<file path="config.mk">
export PLATFORM = sky130hd
export DESIGN_NAME = ws_pulse_shaper
export DESIGN_NICKNAME = d
export VERILOG_FILES = /design/src/rtl/ws_pulse_shaper.sv
export SDC_FILE = /design/constraint.sdc
export NUM_CORES = 1
export LEC_CHECK = 0
export CAP_MARGIN = 30
export CORE_AREA = 8 8 45 47
export DETAILED_ROUTE_END_ITERATION = 6
export DIE_AREA = 0 0 53 55
export RECOVER_POWER = 100
export SYNTH_ARGS = -nofsm -noshare
export SYNTH_HDL_FRONTEND = slang
export SYNTH_SLANG_ARGS = --single-unit
</file>
<file path="constraint.sdc">
create_clock -name clk -period 1.6 [get_ports clk]
set_input_delay 0.4 -clock clk [delete_from_list [all_inputs] [get_ports clk]]
set_output_delay 0.4 -clock clk [all_outputs]
set_load 0.005 [all_outputs]
</file>
<file path="src/rtl/ws_pulse_shaper.sv">
module ws_pulse_shaper #(
  parameter logic [15:0] PATTERN = 16'h7E0E
) (
  input  logic clk,
  input  logic rst,
  input  logic sclk_in,
  input  logic sdo_in,
  output logic led_out
);

  logic [1:0] sclk_sync;
  logic [1:0] sdo_sync;
  logic       sclk_prev;
  logic [2:0] cnt;
  logic       bit_q;
  logic       fall;
  logic       idle;

  assign fall = sclk_prev & ~sclk_sync[1];
  assign idle = (cnt == 3'd0);

  always_ff @(posedge clk) begin
    if (rst) begin
      sclk_sync <= 2'b00;
      sdo_sync  <= 2'b00;
      sclk_prev <= 1'b0;
    end else begin
      sclk_sync <= {sclk_sync[0], sclk_in};
      sdo_sync  <= {sdo_sync[0], sdo_in};
      sclk_prev <= sclk_sync[1];
    end
  end

  always_ff @(posedge clk) begin
    if (rst)
      bit_q <= 1'b0;
    else if (idle)
      bit_q <= sdo_sync[1];
  end

  always_ff @(posedge clk) begin
    if (rst)
      cnt <= 3'd0;
    else if (idle)
      cnt <= fall ? 3'd1 : 3'd0;
    else if (cnt == 3'd7)
      cnt <= 3'd0;
    else
      cnt <= cnt + 3'd1;
  end

  assign led_out = PATTERN[{bit_q, cnt}];

  assert_reset_low_R1: assert property (@(posedge clk) rst |=> !led_out);

  assert_start_R4: assert property (@(posedge clk) disable iff (rst)
    (fall && idle) |=> led_out);

  assert_short_pulse_R2: assert property (@(posedge clk) disable iff (rst)
    (cnt == 3'd3 && !bit_q) |=> !led_out);

  assert_pulse_cap_R3: assert property (@(posedge clk) disable iff (rst)
    (cnt == 3'd6) |=> !led_out);

  assert_no_retrigger_R5: assert property (@(posedge clk) disable iff (rst)
    (idle && !sclk_prev && !sclk_sync[1]) |=> !led_out);

  assert_idle_low_R7: assert property (@(posedge clk) disable iff (rst)
    (idle && !fall) |=> !led_out);

endmodule

</file>
==> results of run 1 <==
[registers in the layout (all words and copies together) (netlist names)]
name / flops
bit_q: 1
cnt: 3
sclk_prev: 1
sclk_sync: 2
sdo_sync: 2
[power by group through the flow]
stage / clock network (mW) / logic [mW] / registers [mW]
final: 0.166 / 0.0236 / 0.233
after global routing: 0.196 / 0.0269 / 0.234
after CTS: 0.181 / 0.0243 / 0.233
after detailed placement: 0 / 0.0251 / 0.238
after global placement: 0 / 0.0247 / 0.238
after floorplan: 0 / 0.0109 / 0.238
[synthesized netlist by cell type]
cell type	number	area, µm²
nor4b_1	2	17.5
nand3b_1	1	7.51
nor2_1	1	3.75
nor2b_1	5	31.3
mux2i_1	1	10.0
or3_1	1	6.26
nand2b_1	1	6.26
inv_1	2	7.51
a21oi_1	2	10.0
ha_1	3	37.5
nor2b_4	1	13.8
dfxtp_1	9	180
[kinds of logic (layout without fill, tap and decap cells)]
logic type,count (synthesis),in the layout,synth area share (%)
buf+inv,2,12,2.26
fa+ha+maj,3,3,11.3
simple gates,12,12,26.0
flops,9,9,54.3
mux,1,1,3.02
compound gates,2,2,3.02
[layout make-up]
type,instances,share of cell area (%)
Inverter,2,2.19
Sequential cell,9,40.5
Timing Repair Buffer,6,10.1
Tap cell,16,4.38
Clock buffer,4,5.75
Multi-Input combinational cell,18,37.0
[metal layers]
| metal | share of wire [%] | GRT usage [%] |
|---|---|---|
| met1 | 51 | 3.22 |
| met2 | 41 | 5.86 |
| met3 | 7.6 | 4.28 |
| met4 | 0 | 0 |
| met5 | 0 | 0 |
[worst max-delay path by stage]
| stage | startpoint | to | slack [ns] | depth (start not counted) |
|---|---|---|---|---|
| after floorplan | cnt[0]$_SDFF_PP0_ | cnt[0]$_SDFF_PP0_ | 0.39 | 4 |
| after global placement | cnt[0]$_SDFF_PP0_ | led_out | -0.11 | 5 |
| after detailed placement | cnt[0]$_SDFF_PP0_ | led_out | -0.1 | 5 |
| after CTS | cnt[0]$_SDFF_PP0_ | led_out | 0.02 | 4 |
| after global routing | cnt[0]$_SDFF_PP0_ | led_out | -0.002 | 5 |
| final | cnt[0]$_SDFF_PP0_ | led_out | 0.06 | 5 |
[worst max-delay path, stage by stage (launching register included)]
cell	delay, ns
dfxtp_4	0.37
inv_4	0.04
ha_4	0.14
nor2b_4	0.11
a21oi_1	0.10
buf_2	0.12
[repair_timing]
item	CTS	global route
hold buffers	0	0
pin swaps	0	1
cloned	0	0
setup endpoints to repair	1	1
resized for setup	5	9
==> flow_summary.ini, run 1 <==
[status]
status = completed

[min_path]
hold_end = sclk_sync[1]$_SDFF_PP0_
holdCritStartpoint = sclk_sync[0]$_SDFF_PP0_
min_path_type = register to register
min_path_cells = 1

[grt]
grt_pass1_vias = 206
grt_overflow = 0
grt_usage_pct = 3.67
grt_max_degree = 10
antenna_found_initial = 0
grt_pass1_wl_um = 759

[clock_network]
clock_latency_ns = 0.25
numClockSinks = 9
cts-root-buf = clkbuf_4
cts.path.max_buffers = 2
cts_max_level = 1
cts.clk_slew.worst_paths_ns = 0.06
numCtsBuffers = 3
cts_tree = built
post-cts-setup-buffers = 0

[pwr]
p_total_mw = 0.423
seq_power_share_pct = 55.1
clkPwrFrac_pct = 39.3
cellPowerDensity_mw_per_mm2 = 927
max-vdd-ir-drop_uv = 580
switching_share_pct = 19.6
p_leak_nw = 0.188
p_comb_share_pct = 5.6
p_int_mw = 0.340
power.switching_mw = 0.0829

[route]
ant_nets = 0
drtIter0Drc = 0
routedWlPerCell_um = 8.09
wl_um = 445
vias = 220
drtPass1Iterations = 1
drc_errors = 0
viasPerCell = 4.00

[timing]
fin_hold_ws_ns = 0.436
slew_viol_final = 0
tns_ns = 0
worstMarginPinSlew_ns = 0.294
timing.final.crit_share_pct = 96.2
setup_viol = 0
fin_crit_ns = 1.54
fmax_ghz = 0.650
slew_headroom_pct = 80.3
fin_ws_ns = 0.0610
clock_skew_ns = 0.00378
hold_violations = 0

[worst_setup_path]
worstPathArrival_ns = 1.14
r2r_end = cnt[0]$_SDFF_PP0_
rrSetupSlack_ns = 0.21
critPathMaxFanout = 3
worstSetupEndpointType = output pin
worst_ep_required_time_ns = 1.20
rr_worst_depth = 5
startpoint_type = register
rr_startpoint = cnt[0]$_SDFF_PP0_
crit_type = register to output pin

[place]
hpwlAfterDp_um = 321
placed_cell_area_um2 = 407
gp_routability_congestion = 0.604
pre_cts_ws_ns = -0.0966
port_buffers = 4
dp.cells = 51

[die]
design.core.area_mm2 = 0.00138
rows = 14
die_area_mm2 = 0.00292
die_h_um = 55
io_pins = 5
die_w_um = 53
start_util_pct = 24.0

[layout]
drive_above_1_share_pct = 30.8
fillers = 136
finish.utilization_pct = 33.0
nets = 47
multi_input_area_um2 = 169
syn_to_final_growth_pct = 37.7
layoutNonFillerInstCount = 55
ff_latch_area_um2 = 185
final_area_um2 = 457
final_common_cell = dfxtp_1
antennaDiodeCount = 0
final_cell_mix = dfxtp_1, nor2b_1, clkbuf_4

[yosys]
yosysUniqueCellTypes = 12
syn_area_um2 = 332
ys_ff_latch = 9
avgSynthCellArea_um2 = 11.4
synth_fp_nets = 36
synth_cells = 29
ys_warn_count = 0
yosysSeqAreaShare_pct = 54.3

[job]
cap_violations = 0
Note: power is estimated with default switching activity, not from simulation.
==> run 2, diff against run 1 <==
--- a/config.mk
+++ b/config.mk
@@ -10,6 +10,7 @@
 export DETAILED_ROUTE_END_ITERATION = 6
 export DIE_AREA = 0 0 53 55
 export RECOVER_POWER = 100
+export SETUP_SLACK_MARGIN = 0.4
 export SYNTH_ARGS = -nofsm -noshare
 export SYNTH_HDL_FRONTEND = slang
 export SYNTH_SLANG_ARGS = --single-unit
==> constraint.sdc (replaced) <==
create_clock -name clk -period 1.8 [get_ports clk]
set_input_delay 0.45 -clock clk [delete_from_list [all_inputs] [get_ports clk]]
set_output_delay 0.45 -clock clk [all_outputs]
set_load 0.005 [all_outputs]
==> run 2 against run 1 <==
  * Hold slack is essentially flat
  * Largest power group unchanged
  * Critical endpoint unchanged
  * Design area increased by 2.7%
  * Flip-flop and latch count stayed put
  * Total power is 8.2% lower
  * Highest routed layer is now met4
==> flow_summary.ini, run 2 (same netlist as run 1, synthesis figures left out) <==
[layout]
largest_register_ffs = 3
largestRegisters = cnt (3), sclk_sync (2), sdo_sync (2)
nets = 47
finish.utilization_pct = 33.9
final_cell_mix = dfxtp_1, nor2b_1, clkbuf_4
antennaDiodeCount = 0
final_common_cell = dfxtp_1
drive_above_1_share_pct = 38.5
final_area_um2 = 469
largest-register = cnt
syn_to_final_growth_pct = 41.5

[place]
port_buffers = 4
pre_cts_ws_ns = 0.0292
placed_cell_area_um2 = 399
hpwlAfterDp_um = 327
gp_routability_congestion = 0.608

[clock_network]
cts_max_level = 1
cts-root-buf = clkbuf_4
cts.path.max_buffers = 2
cts.clk_slew.worst_paths_ns = 0.06
clock_latency_ns = 0.27
numCtsBuffers = 3
numClockSinks = 9
cts_tree = built
cts-hold-fix-buffers = 0

[die]
start_util_pct = 24.0
io_pins = 5
rows = 14
die_area_mm2 = 0.00292
design.core.area_mm2 = 0.00138
die_w_um = 53
die_h_um = 55

[route]
routedWlPerCell_um = 9.75
vias = 228
drtIter0Drc = 1
wl_um = 536
drtPass1Iterations = 3
ant_nets = 0
drc_errors = 0
viasPerCell = 4.15

[pwr]
max-vdd-ir-drop_uv = 402
clkPwrFrac_pct = 40.6
switching_share_pct = 22.5
p_int_mw = 0.301
p_comb_share_pct = 6.0
seq_power_share_pct = 53.4
cellPowerDensity_mw_per_mm2 = 829
power.switching_mw = 0.0874
p_leak_nw = 0.189

[worst_setup_path]
crit_path_cell_trace = inv_4 > ha_4 > nor2b_4 > a21oi_2 > clkbuf_2
max_stage_delay_ns = 0.38
worst_ep_required_time_ns = 1.35
startpoint_type = register
worstSetupEndpointType = output pin
crit_type = register to output pin
critPathMaxFanout = 3
slowest_stage = dfxtp_4
worstPathArrival_ns = 1.14

[timing]
fin_ws_ns = 0.208
timing.final.crit_share_pct = 88.4
slew_headroom_pct = 80.5
clock_skew_ns = 0.00420
fmax_ghz = 0.628
worstMarginPinSlew_ns = 0.291
fin_crit_ns = 1.59
rsz0062_at_grt = yes
tns_ns = 0
hold_violations = 0
slew_viol_final = 0
setup_viol = 0

[job]
cap_violations = 0

[grt]
grt_usage_pct = 4.98
grt_pass1_vias = 234
antenna_found_initial = 0
grt_pass1_wl_um = 972
grt_overflow = 0
grt_max_degree = 10

[status]
status = completed

[min_path]
min_path_type = register to register
[run 2: changes by cell type in the layout (fill, tap and decap cells not counted), sizes merged]
cell	change
clkinv	+1
buf	-2
clkbuf	+1
[run 2: critical path: cells and delay by family, from the launching register on]
family,cells,cell delay [ns]
simple gates,1,0.12
fa+ha+maj,1,0.14
compound gates,1,0.09
flops,1,0.38
buf+inv,2,0.16
[run 2: power by group through the flow]
| stage | clock, mW | sequential [mW] | combinational (mW) |
|---|---|---|---|
| 6_report | 0.158 | 0.208 | 0.0233 |
| 3_3_place_gp | 0 | 0.212 | 0.0218 |
| 5_1_grt | 0.178 | 0.208 | 0.0261 |
| 4_1_cts | 0.167 | 0.207 | 0.0235 |
| 2_1_floorplan | 0 | 0.211 | 0.00970 |
| 3_5_place_dp | 0 | 0.212 | 0.0221 |
[run 2: repair_timing]
item                                    4_1_cts  5_1_grt
endpoints found under the setup margin        1        2
pin swaps                                     2        1
buffers inserted                              1        0
resized for setup                            13        3
[run 2: final cells by class]
type	instances	area [µm²]
multi-input combinational	18	180
sequential	9	185
tap	16	20.0
clock inverter	1	5.00
fill	144	915
timing repair buffer	6	46.3
inverter	2	10.0
clock buffer	3	22.5
[run 2: metal layers]
layer / share of wire (%) / wire [µm] / up-vias / track usage, %
met5: 0 / 0 / - / 0
met4: 0.75 / 4 / 0 / 3.88
met3: 7.8 / 42 / 2 / 4.01
met2: 46 / 248 / 8 / 6.84
met1: 45 / 241 / 101 / 4.89
li1: - / - / 117 / -
[run 2: final timing paths]
kind / from / end / slack, ns / cells after the start
hold reg to reg: sdo_sync[0]$_SDFF_PP0_ / sdo_sync[1]$_SDFF_PP0_ / 0.44 / 1
hold / removal: sdo_sync[0]$_SDFF_PP0_ / sdo_sync[1]$_SDFF_PP0_ / 0.44 / 1
setup reg to reg: cnt[0]$_SDFF_PP0_ / cnt[0]$_SDFF_PP0_ / 0.36 / 7
setup / recovery: cnt[0]$_SDFF_PP0_ / led_out / 0.21 / 5
[run 2: metrics by stage]
step                      hold slack, ns  power [mW]  instances
after floorplan                    0.414       0.221         29
after global placement             0.417       0.233         50
after detailed placement           0.428       0.234         50
after CTS                          0.444       0.397         55
after global routing               0.454       0.413         55
final                              0.436       0.389         55
==> run 3, diff against run 2 <==
--- a/config.mk
+++ b/config.mk
@@ -9,7 +9,9 @@
 export CORE_AREA = 8 8 45 47
 export DETAILED_ROUTE_END_ITERATION = 6
 export DIE_AREA = 0 0 53 55
+export GPL_TIMING_DRIVEN = 0
 export RECOVER_POWER = 100
+export REMOVE_ABC_BUFFERS = 1
 export SETUP_SLACK_MARGIN = 0.4
 export SYNTH_ARGS = -nofsm -noshare
 export SYNTH_HDL_FRONTEND = slang
==> run 3 against run 2 <==
  * Register-to-register slack better by 0.07 ns
  * Clock skew fell by 0.0015 ns
  * Die area is the same
  * Via count fell by 3.9%
  * Sequential share of layout area is 1.6 points higher
  * Final cell count fell by 1.8%
  * Non-clock buffer count shrank 1
  * Critical endpoint unchanged
  * Largest cell class unchanged
==> flow_summary.ini, run 3 (same netlist as run 1, synthesis figures left out) <==
[timing]
rsz0062_at_grt = yes
tns_ns = 0
fin_hold_ws_ns = 0.438
setup_viol = 0
slew_headroom_pct = 78.3
slew_viol_final = 0
fin_ws_ns = 0.156
worstMarginPinSlew_ns = 0.325
clock_skew_ns = 0.00271
fin_crit_ns = 1.64
fmax_ghz = 0.608
timing.final.crit_share_pct = 91.3
hold_violations = 0

[die]
die_w_um = 53
start_util_pct = 24.0
design.core.area_mm2 = 0.00138
rows = 14
die_area_mm2 = 0.00292
die_h_um = 55
io_pins = 5

[layout]
antennaDiodeCount = 0
final_area_um2 = 448
final_common_cell = dfxtp_1
ff_latch_area_um2 = 184
drive_above_1_share_pct = 26.3
multi_input_area_um2 = 169
final_cell_mix = dfxtp_1, nor2b_1, clkbuf_4
syn_to_final_growth_pct = 35.1
fillers = 146
largest-register = cnt
largest_register_ffs = 3
largestRegisters = cnt (3), sclk_sync (2), sdo_sync (2)
nets = 46

[worst_setup_path]
worst_ep_required_time_ns = 1.35
worstSetupEndpointType = output pin
critPathMaxFanout = 2
startpoint_type = register
worstPathArrival_ns = 1.19
crit_type = register to output pin

[route]
viasPerCell = 4.06
drtIter0Drc = 1
wl_um = 552
vias = 219
ant_nets = 0
drc_errors = 0
routedWlPerCell_um = 10.2
drtPass1Iterations = 2

[grt]
grt_max_degree = 10
grt_usage_pct = 4.55
grt_pass1_wl_um = 931
grt_overflow = 0
grt_pass1_vias = 227
antenna_found_initial = 0

[place]
placed_cell_area_um2 = 392
gp_routability_congestion = 0.600
port_buffers = 4
pre_cts_ws_ns = 0.0121
hpwlAfterDp_um = 327

[min_path]
min_path_type = register to register

[pwr]
max-vdd-ir-drop_uv = 383
p_leak_nw = 0.182
cellPowerDensity_mw_per_mm2 = 857
p_total_mw = 0.384

[status]
status = completed

[clock_network]
cts.clk_slew.worst_paths_ns = 0.06
cts-root-buf = clkbuf_4
cts_max_level = 1
clock_latency_ns = 0.26
cts.path.max_buffers = 2
numCtsBuffers = 3
numClockSinks = 9
cts_tree = built

[job]
cap_violations = 0
==> run 3: per-layer routing <==
layer	vias up	track usage [%]	wire, µm
met5	-	0	0
met4	0	1.29	0
met3	0	4.28	53
met2	7	6.84	235
met1	98	4.44	264
li1	114	-	-
==> run 3: through the flow <==
| step | util [%] | std cells |
|---|---|---|
| after detailed placement | 28.3 | 49 |
| after global placement | 28.3 | 49 |
| after global routing | 32.4 | 54 |
| after floorplan | - | 29 |
| after CTS | 32.5 | 54 |
| final | 32.4 | 54 |
==> run 3: repair_timing <==
item                                    in CTS  in global routing
endpoints found under the hold margin        0                  0
cloned                                       0                  0
setup buffers                                1                  0
gates resized for setup                     13                  1
hold buffers                                 0                  0
pin swaps                                    2                  1
endpoints found under the setup margin       1                  2
==> run 3: area by class of cell <==
cell class,instances,share of cell area [%]
clock buffer,4,5.87
multi-input combinational,18,37.7
tap,16,4.47
sequential,9,41.1
inverter,2,2.23
timing repair buffer,5,8.66
==> run 3: final timing paths <==
kind	startpoint	to	slack, ns	cells past startpoint
setup reg to reg	cnt[1]$_SDFF_PP0_	cnt[0]$_SDFF_PP0_	0.43	6
hold / removal	sclk_sync[0]$_SDFF_PP0_	sclk_sync[1]$_SDFF_PP0_	0.44	1
hold reg to reg	sclk_sync[0]$_SDFF_PP0_	sclk_sync[1]$_SDFF_PP0_	0.44	1
setup / recovery	cnt[1]$_SDFF_PP0_	led_out	0.16	5
==> run 3: worst max-delay path, cell delays in order, from the launching register on <==
cell     delay, ns
dfxtp_1       0.38
inv_2         0.06
ha_4          0.15
nor2b_4       0.12
a21oi_1       0.10
buf_2         0.12
==> run 3: power breakdown <==
part           total [mW]  switching [mW]  internal [mW]
combinational      0.0216         0.00822         0.0134
clock               0.155          0.0696         0.0854
sequential          0.207         0.00280          0.205
total               0.384          0.0806          0.303
